`config.mk`:
```
export PLATFORM = sky130hd
export DESIGN_NAME = blit_cmd_fetch
export DESIGN_NICKNAME = d
export VERILOG_FILES = /design/src/rtl/blit_fetch_pkg.sv /design/src/rtl/blit_fetch_dp.sv /design/src/rtl/blit_fetch_ctl.sv /design/src/rtl/blit_cmd_fetch.sv
export SDC_FILE = /design/constraint.sdc
export NUM_CORES = 2
export LEC_CHECK = 0
export BUFFER_PORTS_ARGS = -buffer_cell sky130_fd_sc_hd__buf_2
export CAP_MARGIN = 0
export CORE_MARGIN = 5
export CORE_UTILIZATION = 50
export DETAILED_ROUTE_END_ITERATION = 6
export PLACE_DENSITY = 0.72
export SLEW_MARGIN = 20
export SYNTH_ARGS = -nofsm -noshare
export SYNTH_HDL_FRONTEND = slang
export SYNTH_HIERARCHICAL = 1
export SYNTH_SLANG_ARGS = --single-unit
export TNS_END_PERCENT = 1
```
`constraint.sdc`:
```
create_clock -name clk -period 7.6 [get_ports clk]
set_input_delay 0.76 -clock clk [delete_from_list [all_inputs] [get_ports clk]]
set_output_delay 0.76 -clock clk [all_outputs]
set_load 0.03 [all_outputs]
```
`src/rtl/blit_fetch_pkg.sv`:
```
package blit_fetch_pkg;
  localparam int WORD_BYTES = 4;
  localparam int WORD_W     = 8 * WORD_BYTES;
  localparam int COORD_W    = WORD_W / 2;
  localparam int CMD_BYTES  = 20;
  localparam int CMD_WORDS  = CMD_BYTES / WORD_BYTES;
  localparam int IDX_W      = $clog2(CMD_WORDS + 1);
  localparam int CMD_W      = CMD_WORDS * WORD_W;

  // word positions inside a command that the clip test decodes
  localparam int DST_WORD  = 1;
  localparam int SIZE_WORD = 2;

  // strobes from control to datapath
  typedef struct packed {
    logic             push;   // store returned word in FIFO
    logic             pop;    // move FIFO head into assembly slot
    logic [IDX_W-1:0] slot;   // slot written by pop
    logic             load;   // copy assembled command to output
    logic             take;   // downstream consumed output
  } dp_ctl_t;
endpackage

```
`src/rtl/blit_fetch_dp.sv`:
```
module blit_fetch_dp
  import blit_fetch_pkg::*;
#(
  parameter int FIFO_DEPTH = 32,
  localparam int LVL_W = $clog2(FIFO_DEPTH + 1),
  localparam int PTR_W = (FIFO_DEPTH > 1) ? $clog2(FIFO_DEPTH) : 1
) (
  input  logic               clk,
  input  logic               rstN,
  input  dp_ctl_t            ctl,
  input  logic [WORD_W-1:0]  rdData,
  input  logic               clipEn,
  input  logic [COORD_W-1:0] clipMinX,
  input  logic [COORD_W-1:0] clipMaxX,
  input  logic [COORD_W-1:0] clipMinY,
  input  logic [COORD_W-1:0] clipMaxY,
  output logic [LVL_W-1:0]   level,
  output logic               visible,
  output logic               cmdValid,
  output logic [CMD_W-1:0]   cmdData
);
  // ---------------- word FIFO ----------------
  logic [WORD_W-1:0] store [FIFO_DEPTH];
  logic [PTR_W-1:0]  wrPtr, rdPtr;
  logic [WORD_W-1:0] head;

  function automatic logic [PTR_W-1:0] ptrNext(input logic [PTR_W-1:0] p);
    return (p == PTR_W'(FIFO_DEPTH - 1)) ? '0 : p + 1'b1;
  endfunction

  always_ff @(posedge clk) begin
    if (ctl.push) store[wrPtr] <= rdData;
  end

  always_ff @(posedge clk) begin
    if (!rstN) begin
      wrPtr <= '0;
      rdPtr <= '0;
      level <= '0;
    end else begin
      if (ctl.push) wrPtr <= ptrNext(wrPtr);
      if (ctl.pop)  rdPtr <= ptrNext(rdPtr);
      case ({ctl.push, ctl.pop})
        2'b10:   level <= level + 1'b1;
        2'b01:   level <= level - 1'b1;
        default: level <= level;
      endcase
    end
  end

  assign head = store[rdPtr];

  // ---------------- command assembly ----------------
  logic [CMD_W-1:0] asmVec;

  always_ff @(posedge clk) begin
    if (!rstN) begin
      asmVec <= '0;
    end else begin
      for (int s = 0; s < CMD_WORDS; s++) begin
        if (ctl.pop && ctl.slot == IDX_W'(s))
          asmVec[s*WORD_W +: WORD_W] <= head;
      end
    end
  end

  // ---------------- clip test, one instance per axis ----------------
  logic [COORD_W-1:0] lo [2];
  logic [COORD_W-1:0] hi [2];
  logic [1:0]         outside;

  assign lo[0] = clipMinX;
  assign hi[0] = clipMaxX;
  assign lo[1] = clipMinY;
  assign hi[1] = clipMaxY;

  for (genvar ax = 0; ax < 2; ax++) begin : g_axis
    localparam int POS_LSB = DST_WORD * WORD_W + ax * COORD_W;
    localparam int LEN_LSB = SIZE_WORD * WORD_W + ax * COORD_W;
    logic [COORD_W-1:0] pos, len;
    logic [COORD_W:0]   pastEnd;   // first coordinate beyond the draw
    assign pos     = asmVec[POS_LSB +: COORD_W];
    assign len     = asmVec[LEN_LSB +: COORD_W];
    assign pastEnd = {1'b0, pos} + {1'b0, len};
    assign outside[ax] = (pastEnd <= {1'b0, lo[ax]}) || (pos > hi[ax]);
  end

  assign visible = !clipEn || (outside == 2'b00);

  // ---------------- output register ----------------
  always_ff @(posedge clk) begin
    if (!rstN) begin
      cmdValid <= 1'b0;
      cmdData  <= '0;
    end else begin
      if (ctl.load) begin
        cmdValid <= 1'b1;
        cmdData  <= asmVec;
      end else if (ctl.take) begin
        cmdValid <= 1'b0;
      end
    end
  end
endmodule

```
`src/rtl/blit_fetch_ctl.sv`:
```
module blit_fetch_ctl
  import blit_fetch_pkg::*;
#(
  parameter int ADDR_W      = 32,
  parameter int CNT_W       = 10,
  parameter int IDLE_W      = 32,
  parameter int BURST_BYTES = 64,
  parameter int FIFO_DEPTH  = 32,
  localparam int LVL_W  = $clog2(FIFO_DEPTH + 1),
  localparam int BW     = BURST_BYTES / WORD_BYTES,
  localparam int KEEP_W = CNT_W + 3,
  localparam int OUT_W  = $clog2(FIFO_DEPTH + BW + 1)
) (
  input  logic              clk,
  input  logic              rstN,
  input  logic              start,
  input  logic [ADDR_W-1:0] baseAddr,
  input  logic [CNT_W-1:0]  numCmds,
  input  logic              memGnt,
  input  logic              memRdValid,
  input  logic              cmdReady,
  input  logic [LVL_W-1:0]  level,
  input  logic              visible,
  input  logic              cmdValid,
  output dp_ctl_t           ctl,
  output logic              memReq,
  output logic [ADDR_W-1:0] memAddr,
  output logic              busy,
  output logic [IDLE_W-1:0] idleCount
);
  logic [KEEP_W-1:0] keepLeft, burstsLeft;
  logic [KEEP_W-1:0] listWords, listBursts;
  logic [OUT_W-1:0]  outstanding;
  logic [ADDR_W-1:0] nextAddr;
  logic [IDX_W-1:0]  asmCnt;

  logic startOk, room, grant, push, pop, asmFull, take, load, drop;

  assign listWords  = KEEP_W'(numCmds) * KEEP_W'(CMD_WORDS);
  assign listBursts = KEEP_W'((32'(listWords) + BW - 1) / BW);

  assign busy = (burstsLeft != '0) || (outstanding != '0) || (level != '0)
             || (asmCnt != '0) || cmdValid;

  assign startOk = start && !busy;

  // request a burst only while the FIFO can hold every word in flight
  assign room    = (32'(level) + 32'(outstanding) + BW) <= FIFO_DEPTH;
  assign memReq  = (burstsLeft != '0) && room;
  assign memAddr = nextAddr;
  assign grant   = memReq && memGnt;

  assign push    = memRdValid && (keepLeft != '0);
  assign asmFull = (asmCnt == IDX_W'(CMD_WORDS));
  assign pop     = (level != '0) && !asmFull;
  assign take    = cmdValid && cmdReady;
  assign load    = asmFull && visible && (!cmdValid || cmdReady);
  assign drop    = asmFull && !visible;

  always_comb begin
    ctl.push = push;
    ctl.pop  = pop;
    ctl.slot = asmCnt;
    ctl.load = load;
    ctl.take = take;
  end

  always_ff @(posedge clk) begin
    if (!rstN) begin
      keepLeft    <= '0;
      burstsLeft  <= '0;
      outstanding <= '0;
      nextAddr    <= '0;
      asmCnt      <= '0;
      idleCount   <= '0;
    end else begin
      if (startOk) begin
        nextAddr   <= baseAddr;
        keepLeft   <= listWords;
        burstsLeft <= listBursts;
      end else begin
        if (grant) begin
          nextAddr   <= nextAddr + ADDR_W'(BURST_BYTES);
          burstsLeft <= burstsLeft - 1'b1;
        end
        if (push) keepLeft <= keepLeft - 1'b1;
      end

      outstanding <= outstanding + (grant ? OUT_W'(BW) : OUT_W'(0))
                                 - (memRdValid ? OUT_W'(1) : OUT_W'(0));

      if (load || drop)   asmCnt <= '0;
      else if (pop)       asmCnt <= asmCnt + 1'b1;

      if (startOk)                idleCount <= '0;
      else if (busy && !cmdValid) idleCount <= idleCount + 1'b1;
    end
  end
endmodule

```
`src/rtl/blit_cmd_fetch.sv`:
```
module blit_cmd_fetch
  import blit_fetch_pkg::*;
#(
  parameter int ADDR_W      = 32,
  parameter int CNT_W       = 10,
  parameter int IDLE_W      = 32,
  parameter int BURST_BYTES = 64,
  parameter int FIFO_DEPTH  = 32
) (
  input  logic               clk,
  input  logic               rstN,
  input  logic               start,
  input  logic [ADDR_W-1:0]  baseAddr,
  input  logic [CNT_W-1:0]   numCmds,
  input  logic               clipEn,
  input  logic [COORD_W-1:0] clipMinX,
  input  logic [COORD_W-1:0] clipMaxX,
  input  logic [COORD_W-1:0] clipMinY,
  input  logic [COORD_W-1:0] clipMaxY,
  output logic               memReq,
  output logic [ADDR_W-1:0]  memAddr,
  input  logic               memGnt,
  input  logic               memRdValid,
  input  logic [WORD_W-1:0]  memRdData,
  output logic               cmdValid,
  input  logic               cmdReady,
  output logic [CMD_W-1:0]   cmdData,
  output logic               busy,
  output logic [IDLE_W-1:0]  idleCount
);
  localparam int LVL_W = $clog2(FIFO_DEPTH + 1);

  dp_ctl_t          ctl;
  logic [LVL_W-1:0] level;
  logic             visible;

  blit_fetch_ctl #(
    .ADDR_W(ADDR_W), .CNT_W(CNT_W), .IDLE_W(IDLE_W),
    .BURST_BYTES(BURST_BYTES), .FIFO_DEPTH(FIFO_DEPTH)
  ) ctl_i (
    .clk(clk), .rstN(rstN), .start(start), .baseAddr(baseAddr),
    .numCmds(numCmds), .memGnt(memGnt), .memRdValid(memRdValid),
    .cmdReady(cmdReady), .level(level), .visible(visible),
    .cmdValid(cmdValid), .ctl(ctl), .memReq(memReq), .memAddr(memAddr),
    .busy(busy), .idleCount(idleCount)
  );

  blit_fetch_dp #(.FIFO_DEPTH(FIFO_DEPTH)) dp_i (
    .clk(clk), .rstN(rstN), .ctl(ctl), .rdData(memRdData),
    .clipEn(clipEn), .clipMinX(clipMinX), .clipMaxX(clipMaxX),
    .clipMinY(clipMinY), .clipMaxY(clipMaxY), .level(level),
    .visible(visible), .cmdValid(cmdValid), .cmdData(cmdData)
  );
endmodule

```
## Word-level counts from Yosys, hierarchy flattened

Memory sizes are Yosys's and may differ from the RTL's. A register that Yosys moved wholly into a read port is not among the register bits.
Index checks and enable logic that the tools add are counted.

| word-level totals | value |
|---|---|
| register bits | 436 |
| bits in writable memories | 1024 |
| output and inout bits | 227 |
| logic and storage cells | 109 |
| memories kept | 1 |

Memory list:

| memory | depth | width | read ports | clocked after memory_dff | wr ports | line | source |
|---|---|---|---|---|---|---|---|
| dp_i.store | 32 | 32 | 1 | 1 | 1 | blit_fetch_dp.sv:23 | `logic [WORD_W-1:0] store [FIFO_DEPTH];` |

| cells by class | value |
|---|---|
| add/subtract/negate cells | 17 |
| multipliers | 1 |
| order comparisons | 5 |
| equality and inequality tests | 9 |
| muxes and demuxes | 17 |
| bitwise gates (word level) | 1 |
| reduce and logical (&&, ||, !) cells | 42 |

Operator list:

| operator | count |
|---|---|
| 32-bit two-way mux | 2 |
| 13-bit two-way mux | 4 |
| 16-bit by 16-bit adder with 17-bit output | 2 |
| 17-bit by 16-bit <= comparator with 1-bit output | 2 |
| 32-bit by 1-bit adder with 32-bit output (second input constant) | 1 |
| 32-bit by 5-bit adder with 32-bit output (second input constant) | 1 |
| 32-bit by 7-bit adder with 32-bit output (second input constant) | 1 |
| 16-bit greater-than comparator | 2 |
| 32-bit by 6-bit <= comparator with 1-bit output (second input constant) | 1 |
| 13-bit nonzero test | 2 |
| 13-bit by 1-bit subtractor with 13-bit output (second input constant) | 2 |
| 5-bit two-way mux | 5 |
| 17-bit by 1-bit subtractor with 17-bit output (second input constant) | 1 |
| 1-bit logical AND | 15 |
| 13-bit by 5-bit adder with 14-bit output (second input constant) | 1 |
| 10-bit by 3-bit multiplier with 13-bit output (second input constant) | 1 |
| 6-bit case mux with 2 select lines | 1 |
| 6-bit nonzero test | 2 |
| 5-bit by 1-bit adder with 5-bit output (second input constant) | 2 |
| 5-bit equality test (second input constant) | 2 |
| 1-bit logical OR | 9 |
| 2-bit nonzero test | 4 |
| 6-bit by 6-bit adder with 7-bit output | 1 |
| 6-bit by 1-bit adder with 6-bit output (second input constant) | 1 |
| 16 further kinds | 27 |

## Longest topological paths before layout

| depth | value |
|---|---|
| depth after elaboration | 9 |
| mapped depth | 27 |
| mapped depth without buffers | 23 |

## By module

Netlist, hierarchy kept.

By module, submodules not included:

| module | instances | cells each | area each (µm²) | seq. area each (µm²) |
|---|---|---|---|---|
| blit_fetch_dp | 1 | 3071 | 54921.4 | 37596.1 |
| blit_fetch_ctl | 1 | 705 | 5890.6 | 1981.9 |

## Least setup slack after synthesis

OpenSTA, ideal clock, no wires.

| timing path | value |
|---|---|
| path kind | register to register |
| start | register dp_i.asmVec[49] |
| end | register dp_i.cmdData[10] |
| library setup time | 117 ps |
| arrival time | 5039 ps |
| setup slack | 2444 ps |
| cell stages (with the launch flop) | 26 |
| buffers on the path | 4 |
| clock period less this slack | 5156 ps |
| cell sequence | dfxtp_1 -> ha_1 -> a211o_1 -> a211oi_1 -> o2111ai_1 -> a31oi_1 -> nor2b_1 -> o21a_1 -> o41ai_1 -> xnor2_1 -> ha_1 -> nand4_1 -> nor4_1 -> a221oi_1 -> a32oi_1 -> a211oi_1 -> a221o_1 -> nand2_1 -> inv_1 -> nor2_1 -> buf_4 -> clkbuf_1 -> clkbuf_1 -> buf_1 -> mux2i_1 -> nor2b_1 |

| on the way | value |
|---|---|
| cells in the longest elaborated chain, start to end | 7 |
| elaborated cells on any way between the ends | 8 |
| classes of those cells | 1 x add/sub; 2 x order compare; 5 x reduce/logical |

RTL lines:

| item | line | source |
|---|---|---|
| from (decl) | blit_fetch_dp.sv:54 | `logic [CMD_W-1:0] asmVec;` |
| from (signal assigned) | blit_fetch_dp.sv:58 | `asmVec <= '0;` |
| from (signal, indexed assignment) | blit_fetch_dp.sv:62 | `asmVec[s*WORD_W +: WORD_W] <= head;` |
| 16-bit by 16-bit adder with 17-bit output | blit_fetch_dp.sv:84 | `assign pastEnd = {1'b0, pos} + {1'b0, len};` |
| 17-bit by 16-bit <= comparator with 1-bit output | blit_fetch_dp.sv:85 | `assign outside[ax] = (pastEnd <= {1'b0, lo[ax]}) \|\| (pos > hi[ax]);` |
| 1-bit logical OR * | blit_fetch_dp.sv:85 |  |
| 2-bit zero test * | blit_fetch_dp.sv:88 | `assign visible = !clipEn \|\| (outside == 2'b00);` |
| 1-bit logical OR * | blit_fetch_dp.sv:88 |  |
| via visible | blit_cmd_fetch.sv:35 | `logic visible;` |
| 1-bit logical AND * (2 in a row) | blit_fetch_ctl.sv:57 | `assign load = asmFull && visible && (!cmdValid \|\| cmdReady);` |
| via ctl_i.load | blit_fetch_ctl.sv:37 | `logic startOk, room, grant, push, pop, asmFull, take, load, drop;` |
| to (signal assigned) | blit_fetch_dp.sv:98 | `cmdData <= asmVec;` |
| to (decl) | blit_fetch_dp.sv:20 | `output logic [CMD_W-1:0] cmdData` |

Mark *: on every way through the listed nets, which the timed path passes. The rest lies on a longest branch.
A chain may end at the register's enable or synchronous reset.

==> out/results.env <==
RUN_STATUS='completed'
TIMING.HOLD.WORST_PATH_DEPTH=2
ANTENNA_FOUND_INITIAL=11
CTS.REPORTEDPATHS.CLKPINSLEW_NS=0.06
COMBPWRFRAC_PCT=25.0
LAYOUT-AREA-OVERHEAD-VS-SYNTH_PCT=14.2
SYNTH.YOSYS.WARNINGS=6
GLOBAL_ROUTE.OVERFLOW_TOTAL=0
VDD_DROP_MAX_mV=0.251
WORSTSETUPPATHTYPE='reg -> reg'
PLACE.DETAILED.INSTANCES=5636
CLOCK_SKEW_NS=0.0249
YOSYS_REGISTER_BITS=1465
PERIOD_MINUS_SLACK_NS=5.38
START_UTIL_PCT=50.1
FINAL_ANTENNA_NET_COUNT=0
NUM_VIAS=34500
HTREEDEPTH=4
CRITPATHCAPTURETYPE='flip-flop'
LAYOUT.CELL_AREA.NON_FILLER_UM2=69400
RELSLEWSLACK_PCT=35.2
SETUP_VIOL=0
CRIT-REG2REG-CAPTURE='dp_i/cmdData[146]'
CRITICAL_PATH.TOP_DELAY_FAMILY='compound AO/OA/AOI/OAI gates'
CTS.PATH.MAX_BUFFERS=3
CELL_INTERNAL_PWR_mW=15.7
SYNTH_FLOP_CELL='sky130_fd_sc_hd__edfxtp_1'
WORSTPATHBUFFERINVERTERCOUNT=2
PATH_CELLS='ha_1 > a211o_1 > a211oi_1 > o2111ai_1 > a31oi_1 > nor2b_1 > o21a_1 > o41ai_1 > xnor2_1 > ha_1 > nand4_1 > nor4_1 > a221oi_1 > a32oi_1 > a211oi_1 > a221o_1 > nand2_1 > inv_1 > nor2_4 > buf_12 > mux2i_1 > nor2b_1'
LEAKAGE_nW=25.6
NUM_ROWS=128
POWER_FRAC_CLOCK_PCT=32.5
CRITICAL-PATH-MAX-STAGE-DELAY_NS=0.41
POST-ROUTE-DRC-COUNT=0
INSTANCE_COUNT_OF_THE_MAPPED_NETLIST=3776
PLACED_AREA_UM2=64600
DRT_FIRST_ITER_VIOLATIONS=4014
START_KIND='flip-flop'
HOLD_START='baseAddr[12]'
R2R_START='dp_i/asmVec[49]'
LAYOUT.FILLER_CELLS=9215
CLOCK_INSERTION_DELAY_WORST_SKEW_NS=0.76
DRV_SLEW=0
DETAIL_ROUTE.WIRELENGTH_UM=150000
RSZ0062_AT_GRT='no'
DRIVE_GT1_SHARE_PCT=24.6
POST_CTS_RESIZE_COUNT=0
POWER.NET_SWITCHING_mW=6.54
SYNTH.TOP_CELL.AREA_SHARE_PCT=50.6
SYNTH.TOP_CELLS.BY_COUNT='sky130_fd_sc_hd__edfxtp_1, sky130_fd_sc_hd__dfxtp_1, sky130_fd_sc_hd__mux4_2'
SYNTH.AVG_CELL_AREA_UM2=16.1
WORST-PATH-STAGES=22
TIMING.HOLD.WS_NS=0.228
SYNTH_NETS=4076
CP.ARRIVAL_NS=6.02
CRITICAL_PATH_PEAK_FANOUT=57
SYNTH-EDFF-COUNT=1024
POWER_DENSITY_nW_PER_UM2=321
DRT-VIAS-PER-INSTANCE=5.84
PORTBUFFERS=371
NNETSFINAL=4462
GP_CONGESTION=0.847
GLOBAL_ROUTE.USAGE.TOTAL_PCT=23.1
MIN_PERIOD_OVER_PERIOD_PCT=70.8
DIE_W_UM=359
DESIGN.CORE.AREA_UM2=121000
DIE_AREA_UM2=129000
SETUP_TOTAL_NEGATIVE_SLACK_NS=0
FIRST_PASS_GRT_WIRE_LENGTH_UM=222000
CTSROOTBUFFERMASTER='sky130_fd_sc_hd__clkbuf_16'
CTS_POST_SETUP_BUFFERS_INSERTED=0
SYNTHARSTFLOPSHARE_PCT=0
TIMING.CRITICAL_PATH.REQUIRED_NS=8.24
SYNTHMOSTINSTANTIATEDCELL='sky130_fd_sc_hd__edfxtp_1'
GRT_MAX_DEGREE=197
POST_SYNTH_MAIN_AREA_CONTRIBUTORS='sky130_fd_sc_hd__edfxtp_1, sky130_fd_sc_hd__dfxtp_1, sky130_fd_sc_hd__mux4_2'
CTS_TREE='built'
LAYOUTNONFILLERINSTCOUNT=5911
NUM_IO_PINS=372
P_SW_SHARE_PCT=29.4
HPWL_UM=86500
MAX_CLOCK_FREQ_GHz=0.186
END_OF_THE_WORST_HOLD_PATH='ctl_i/memAddr[12]'
DIE_HEIGHT_UM=359
YOSYS.CELL_TYPES.COUNT=77
CRITICAL_PATH.SLOWEST_CELL='sky130_fd_sc_hd__dfxtp_1'
SEQ_POWER_SHARE_PCT=42.5
NETLIST_AREA_UM2=60800
FLOP_TO_FLOP_SETUP_SLACK_NS=2.22
WIRE_PER_INST_UM=25.4
HOLD_PATH.CLASS='in -> reg'
CTS_NUM_SINKS=1465
YS_SEQ_AREA_SHARE_PCT=65.1
NUMBER_OF_GLOBAL_ROUTE_VIAS_BEFORE_REPAIR=34100
POST_CTS_HOLD_BUFFER_COUNT=0
WORST_PIN_SLEW_NS=0.972
NETLIST.TOP_CELL.BY_AREA='sky130_fd_sc_hd__edfxtp_1'
NUMCTSBUFFERS=149
TIMING_HOLD_VIOLATIONS_FINAL=0
REG2REG_DEPTH=22
DR.PASS1.ITERS=5
CAP_VIOL_MAX_COUNT=0
## cells in the final DEF (no fill, tap or decap), types with 22 or more instances in the layout
master                      synthesis  final
sky130_fd_sc_hd__nand4_1           25     25
sky130_fd_sc_hd__xnor2_1           57     57
sky130_fd_sc_hd__nor3_1            29     27
sky130_fd_sc_hd__nor2b_1          183    183
sky130_fd_sc_hd__buf_4             24     53
sky130_fd_sc_hd__clkinv_1           0     22
sky130_fd_sc_hd__mux4_2           320    320
sky130_fd_sc_hd__edfxtp_1        1024   1024
sky130_fd_sc_hd__o21ai_0           53     53
sky130_fd_sc_hd__buf_2             11    370
sky130_fd_sc_hd__nand3_1           51     50
sky130_fd_sc_hd__and3_1            30     30
sky130_fd_sc_hd__mux2i_1          168    168
sky130_fd_sc_hd__inv_1            122    122
sky130_fd_sc_hd__o211a_1          166    166
sky130_fd_sc_hd__nor2_4             0     35
sky130_fd_sc_hd__nor2_1           128     93
sky130_fd_sc_hd__clkbuf_16          0    157
sky130_fd_sc_hd__clkbuf_1         117     39
sky130_fd_sc_hd__ha_1             149    149
sky130_fd_sc_hd__a21oi_1           82     82
sky130_fd_sc_hd__dfxtp_1          441    436
sky130_fd_sc_hd__nand2_1          256    256
sky130_fd_sc_hd__mux2i_4           32     32
sky130_fd_sc_hd__xor2_1            52     52
## how the worst max path moves through the flow
| stage | startpoint | to | slack, ns |
|---|---|---|---|
| 2_1_floorplan | dp_i/asmVec[49] | dp_i/cmdData[10] | 2.44 |
| 5_1_grt | dp_i/asmVec[49] | dp_i/cmdData[114] | 1.74 |
| 4_1_cts | dp_i/asmVec[49] | dp_i/cmdData[146] | 2.22 |
| 3_3_place_gp | dp_i/asmVec[49] | dp_i/cmdData[147] | 2.40 |
| 6_report | dp_i/asmVec[49] | dp_i/cmdData[146] | 2.22 |
| 3_5_place_dp | dp_i/asmVec[49] | dp_i/cmdData[114] | 2.29 |
## final cells by class
| type | instances | area [um2] | area share (%) |
|---|---|---|---|
| antenna | 6 | 15.0 | 0.0216 |
| inverter | 125 | 469 | 0.676 |
| timing repair buffer | 431 | 2400 | 3.46 |
| sequential | 1465 | 39600 | 57.0 |
| multi-input combinational | 1990 | 20100 | 28.9 |
| tap | 1625 | 2030 | 2.93 |
| clock buffer | 204 | 4190 | 6.03 |
| clock inverter | 65 | 639 | 0.921 |
## state kept, by name (all words and copies together), names as in the netlist, 3 cells and up, named ones only
name	flops
dp_i/rdPtr	5
ctl_i/keepLeft	13
dp_i/wrPtr	5
ctl_i/memAddr	32
ctl_i/outstanding	6
dp_i/level	6
dp_i/cmdData	160
ctl_i/asmCnt	3
dp_i/store	1024
ctl_i/idleCount	32
ctl_i/burstsLeft	13
dp_i/asmVec	160
## metal layers
layer  GRT usage, %  up-vias  share of wire, %
met5              0        -            0.0087
met4           6.75        2               2.5
met3           4.94      241               8.8
met2           37.9     1487                49
met1           31.4    17500                40
li1               -    15300                 -
## metrics by stage
| stage | util, % | power, mW | setup WS [ns] |
|---|---|---|---|
| floorplan | - | 13.7 | 2.44 |
| global placement | 53.2 | 15.1 | 2.40 |
| detailed placement | 53.2 | 15.2 | 2.29 |
| CTS | 57.2 | 22.5 | 2.22 |
| global route | 57.2 | 23.3 | 1.74 |
| finish | 57.2 | 22.3 | 2.22 |
## kinds of logic (layout without fill, tap and decap cells)
| family | count (synthesis) | count (layout) | synth area share (%) |
|---|---|---|---|
| flip-flops | 1465 | 1465 | 65.1 |
| XOR/XNOR | 110 | 110 | 1.60 |
| multiplexers | 520 | 520 | 15.8 |
| buffers and inverters | 321 | 825 | 2.34 |
| other | 0 | 6 | 0 |
| adder cells (fa/ha/maj) | 155 | 155 | 3.26 |
| AND/OR/NAND/NOR | 780 | 780 | 6.42 |
| AO/OA/AOI/OAI | 425 | 425 | 5.50 |
## power groups by stage
stage / sequential (mW) / clock [mW] / combinational, mW
after floorplan: 9.43 / 0 / 4.28
after global placement: 9.60 / 0 / 5.50
after detailed placement: 9.62 / 0 / 5.59
after CTS: 9.46 / 7.36 / 5.63
after global routing: 9.52 / 7.73 / 6.08
final: 9.46 / 7.23 / 5.58
## worst register-to-register path: cells and delay by family (launching register included)
kind,cells,cell delay (ns)
and+or+nand+nor,6,1.04
AOI/OAI and AO/OA,10,2.34
xor gates and xnor gates,1,0.11
adders and majority gates,2,0.57
muxes,1,0.34
DFF,1,0.41
buffers and inverters,2,0.46
Power figures use the tool's default switching activity.
